### src/rtl/mbx_pkg.sv
package mbx_pkg;

   localparam int NUM_PORTS = 2;

   // Control lines of one port, all active low
   typedef struct packed {
      logic sel_n;
      logic wr_n;
      logic oe_n;
   } port_ctl_t;

   function automatic logic is_write(port_ctl_t c);
      return !c.sel_n && !c.wr_n;
   endfunction

   function automatic logic is_read(port_ctl_t c);
      return !c.sel_n && c.wr_n && !c.oe_n;
   endfunction

endpackage

### src/rtl/mbx_port_decode.sv
module mbx_port_decode
   import mbx_pkg::*;
#(
   parameter int ADDR_W = 10,
   parameter logic [ADDR_W-1:0] OUT_ADDR = '1,
   parameter logic [ADDR_W-1:0] IN_ADDR  = '0
) (
   input  port_ctl_t         ctl,
   input  logic [ADDR_W-1:0] addr,
   output logic              post,
   output logic              fetch
);

   logic hit_out;
   logic hit_in;

   assign hit_out = (addr == OUT_ADDR);
   assign hit_in  = (addr == IN_ADDR);

   always_comb begin
      post  = is_write(ctl) && hit_out;
      fetch = is_read(ctl) && hit_in;
   end

endmodule

### src/rtl/mbx_flag.sv
module mbx_flag #(
   parameter bit SET_WINS = 1'b1
) (
   input  logic clk,
   input  logic rst_n,
   input  logic set,
   input  logic clr,
   output logic flag_n
);

   logic nxt_n;

   generate
      if (SET_WINS) begin : g_set_first
         always_comb begin
            nxt_n = flag_n;
            if (set)      nxt_n = 1'b0;
            else if (clr) nxt_n = 1'b1;
         end
      end else begin : g_clr_first
         always_comb begin
            nxt_n = flag_n;
            if (clr)      nxt_n = 1'b1;
            else if (set) nxt_n = 1'b0;
         end
      end
   endgenerate

   always_ff @(posedge clk or negedge rst_n) begin
      if (!rst_n) flag_n <= 1'b1;
      else        flag_n <= nxt_n;
   end

endmodule

### src/rtl/mbx_irq_top.sv
module mbx_irq_top
   import mbx_pkg::*;
#(
   parameter int ADDR_W   = 10,
   parameter bit SET_WINS = 1'b1
) (
   input  logic              clk,
   input  logic              rst_n,
   input  logic              a_sel_n,
   input  logic              a_wr_n,
   input  logic              a_oe_n,
   input  logic [ADDR_W-1:0] a_addr,
   input  logic              b_sel_n,
   input  logic              b_wr_n,
   input  logic              b_oe_n,
   input  logic [ADDR_W-1:0] b_addr,
   output logic              a_irq_n,
   output logic              b_irq_n
);

   localparam logic [ADDR_W-1:0] BOX_HI = {ADDR_W{1'b1}};
   localparam logic [ADDR_W-1:0] BOX_LO = {{(ADDR_W-1){1'b1}}, 1'b0};

   generate
      if (ADDR_W < 2) begin : g_bad_width
         $error("mbx_irq_top: ADDR_W must be at least 2");
      end
   endgenerate

   port_ctl_t         ctl  [NUM_PORTS];
   logic [ADDR_W-1:0] addr [NUM_PORTS];
   logic [NUM_PORTS-1:0] post;
   logic [NUM_PORTS-1:0] fetch;
   logic [NUM_PORTS-1:0] flag_n;

   assign ctl[0]  = '{sel_n: a_sel_n, wr_n: a_wr_n, oe_n: a_oe_n};
   assign ctl[1]  = '{sel_n: b_sel_n, wr_n: b_wr_n, oe_n: b_oe_n};
   assign addr[0] = a_addr;
   assign addr[1] = b_addr;

   // Port 0 posts into the top word and collects from the one below; port 1 the reverse
   genvar p;
   generate
      for (p = 0; p < NUM_PORTS; p++) begin : g_port
         localparam logic [ADDR_W-1:0] OUT_A = (p == 0) ? BOX_HI : BOX_LO;
         localparam logic [ADDR_W-1:0] IN_A  = (p == 0) ? BOX_LO : BOX_HI;

         mbx_port_decode #(
            .ADDR_W  (ADDR_W),
            .OUT_ADDR(OUT_A),
            .IN_ADDR (IN_A)
         ) u_dec (
            .ctl  (ctl[p]),
            .addr (addr[p]),
            .post (post[p]),
            .fetch(fetch[p])
         );

         // Flag of port p: set by the other port's post, cleared by own fetch
         mbx_flag #(
            .SET_WINS(SET_WINS)
         ) u_flag (
            .clk   (clk),
            .rst_n (rst_n),
            .set   (post[NUM_PORTS-1-p]),
            .clr   (fetch[p]),
            .flag_n(flag_n[p])
         );
      end
   endgenerate

   assign a_irq_n = flag_n[0];
   assign b_irq_n = flag_n[1];

endmodule

### config.mk
export PLATFORM = sky130hd
export DESIGN_NAME = mbx_irq_top
export DESIGN_NICKNAME = d
export VERILOG_FILES = /design/src/rtl/mbx_pkg.sv /design/src/rtl/mbx_port_decode.sv /design/src/rtl/mbx_flag.sv /design/src/rtl/mbx_irq_top.sv
export SDC_FILE = /design/constraint.sdc
export NUM_CORES = 1
export LEC_CHECK = 0
export ABC_AREA = 1
export ABC_CLOCK_PERIOD_IN_PS = 1700
export BUFFER_PORTS_ARGS = -buffer_cell sky130_fd_sc_hd__buf_4
export CORE_AREA = 5 5 42 44
export DETAILED_ROUTE_END_ITERATION = 8
export DIE_AREA = 0 0 47 49
export GPL_ROUTABILITY_DRIVEN = 0
export GPL_TIMING_DRIVEN = 0
export MAX_ROUTING_LAYER = met4
export PLACE_DENSITY_LB_ADDON = 0.25
export SYNTH_ARGS = -nofsm -noshare
export SYNTH_HDL_FRONTEND = slang
export SYNTH_SLANG_ARGS = --single-unit
### constraint.sdc
create_clock -name clk -period 1.7 [get_ports clk]
set_clock_uncertainty 0.05 [all_clocks]
set_input_delay 0.085 -clock clk [delete_from_list [all_inputs] [get_ports clk]]
set_output_delay 0.085 -clock clk [all_outputs]
set_load 0.05 [all_outputs]
==> results.md <==
- Pwr dens: between 400 and 500 nW/µm²
- Grt ovf: 0
- Syn avg cell area: between 5 and 6 µm²
- Post-synth design cell area: around 200 µm²
- Final std cells w/o fill: 85
- Die footprint: 2303 µm²
- CTS Buffer Depth: 2
- Largest delay share family, worst path: flip-flops
- Gr usage total: 7.504%
- Max_cap viols: 0
- Post-DRT Antenna Nets: 0
- Initial core utilization: between 10% and 20%
- Period Utilization, post-route: 62.43%
- Reg with most FFs: g_port.u_flag.flag_n
- Share of the yosys chip area belonging to registers: 26.58%
- Root buffer cell: clkbuf_4
- Row cnt: 14
- Post-layout min period: about 1.1 ns
- Crit Path Category: flop to output pin
- Synth top area cells: dfstp_2 (27%), nand2_1 (21%), nor2_1 (21%), nand3_1 (10%), inv_1 (7.6%)
- WL final: 669 µm
- Syn-to-layout area delta: 136.7%
- Die height: between 40 and 50 µm
- Clk pin slew, worst setup/hold paths: 0.03 ns
- Crit path launch type: flop
- Global-route wire length before repair: between 1000 and 1500 µm
- Status: complete, no violations
- DRT iter0 DRCs: 0
- Largest net degree at the start of global routing: 3
- Pleak: between 0.2 and 0.25 nW
- Syn nets: 64
- Worst EP required: between 1.5 and 2 ns
- Final nets: 99
- Peak supply drop: between 100 and 150 µV
- H-tree levels: 1
- Critical path, cell by cell: buf_4
- Yosys top cell area share: between 20% and 30%
- Die X: between 40 and 50 µm
- CP arrival: 0.93 ns
- CTS sink count: 2
- Postcts setup bufs: 0
- Max-slew headroom: 91.07%
- Drt wl/cell: a little under 8 µm
- Top Registers: g_port.u_flag.flag_n x2
- Yosys cell types: 9
- Setup violators final: 0
- Port bufs: 29
- Max FFs per register: 2
- Dpl cells: 81
- RSZ-0062 raised after global routing: no
- CORE AREA: ~1400 µm²
- Via count: between 300 and 400
- Clock latency at the later pin of the worst-skew pair: between 0.2 and 0.25 ns
- Synth warn: 0
- ANT cells: 0
- Hold Vio Cnt, Final: 0
- Worst path slowest cell: dfstp_2
- Setup TNS: 0 ns
- Initial antenna violation count: 0
- Worst hold path type: primary input to flop
- Min Hold Slack: ~0.13 ns
- Fraction of layout cells with a size suffix above 1: 52.17%
- Max Clock Freq: 942.2 MHz
- Seq cells post-synth: 2
- CTS tree: yes
- Layout fillers: ~160
- Slowest stage delay, CP: 0.52 ns
- DRC Markers: 0
- IO Pins: 30
- CP Max Fanout: 2
- Buf/Inv on CP: 1
- Vias per inst: roughly 3.8
- TritonRoute pass-1 iters: 1
- Slew of the pin with the lowest slew margin: ~0.13 ns
- Slew Viols, Final: 0
- CTS Buf Count: 3
- Post-synth top area cell: dfstp_2
- Vias in the first global route: ~320
- Gate Count Post-Synth: 36
- Worst Setup End Kind: output pin
- DPL Wire Length: 615.4 µm
[cells in the mapped netlist]
| library cell | instances |
|---|---|
| nor3_2 | 1 |
| or2_0 | 1 |
| nand3_1 | 4 |
| nand2_1 | 11 |
| nor2_2 | 1 |
| inv_1 | 4 |
| a21oi_1 | 1 |
| dfstp_2 | 2 |
| nor2_1 | 11 |
[final cells by class]
cell class                      count  area (µm²)  share of cell area [%]
Tap cell                           16       20.02                   4.278
Multi-Input combinational cell     30       130.1                   27.81
Inverter                            4       15.01                   3.209
Timing Repair Buffer               30       227.7                   48.66
Clock buffer                        3       22.52                   4.813
Sequential cell                     2       52.55                   11.23
[per-stage QoR]
stage          total power, mW  area [µm²]  setup WS (ns)  utilization (%)
6_report                0.2173       467.9         0.6386            33.39
5_1_grt                 0.2455       467.9         0.5980            33.39
4_1_cts                 0.2255       467.9         0.6237            33.39
3_5_place_dp            0.1147       435.4         0.8646            31.07
3_3_place_gp            0.1139       435.4         0.8673            31.07
2_1_floorplan          0.06420       197.7         0.7160                -
[cells in the final DEF, fill, tap and decap left out]
cell | Yosys | routed
buf_4 | 0 | 29
nand2_1 | 11 | 11
nor2_1 | 11 | 11
inv_1 | 4 | 4
nand3_1 | 4 | 4
clkbuf_4 | 0 | 3
dfstp_2 | 2 | 2
or2_0 | 1 | 1
nor3_2 | 1 | 1
nor2_2 | 1 | 1
a21oi_1 | 1 | 1
dlygate4sd3_1 | 0 | 1
[report_power, final]
group | internal (mW) | switching [mW]
Sequential | 0.0491 | 0.000274
Combinational | 0.0467 | 0.0193
Clock | 0.0776 | 0.0243
[path summary, 6_finish.rpt]
check / startpoint / to / slack, ns / cells after the start
min in group asynchronous: rst_n / g_port[1].u_flag.flag_n / 0.30 / 2
worst max-delay path: g_port[0].u_flag.flag_n / a_irq_n / 0.64 / 1
max in group asynchronous: rst_n / g_port[0].u_flag.flag_n / 1.28 / 2
worst min register to register: g_port[1].u_flag.flag_n / g_port[1].u_flag.flag_n / 0.41 / 2
worst min-delay path: a_addr[0] / g_port[1].u_flag.flag_n / 0.13 / 4
worst max register to register: g_port[1].u_flag.flag_n / g_port[1].u_flag.flag_n / 0.90 / 2
[routing by layer]
| metal | GRT usage (%) | wire length [µm] |
|---|---|---|
| met5 | - | 0 |
| met1 | 8.772 | 255 |
| met2 | 8.824 | 304 |
| met4 | 6.912 | 0 |
| met3 | 3.690 | 109 |
[logic make-up (layout without fill, tap and decap cells)]
| group | count (synthesis) | in the layout | share of synthesized area, % |
|---|---|---|---|
| simple gates | 29 | 29 | 63.30 |
| buf+inv | 4 | 37 | 7.593 |
| flops | 2 | 2 | 26.58 |
| compound gates | 1 | 1 | 2.529 |
[timing repair]
item | CTS | global route
hold buffers | 1 | 0
endpoints found under the hold margin | 2 | 0
gates resized for setup | 0 | 0
Power figures use the tool's default switching activity.
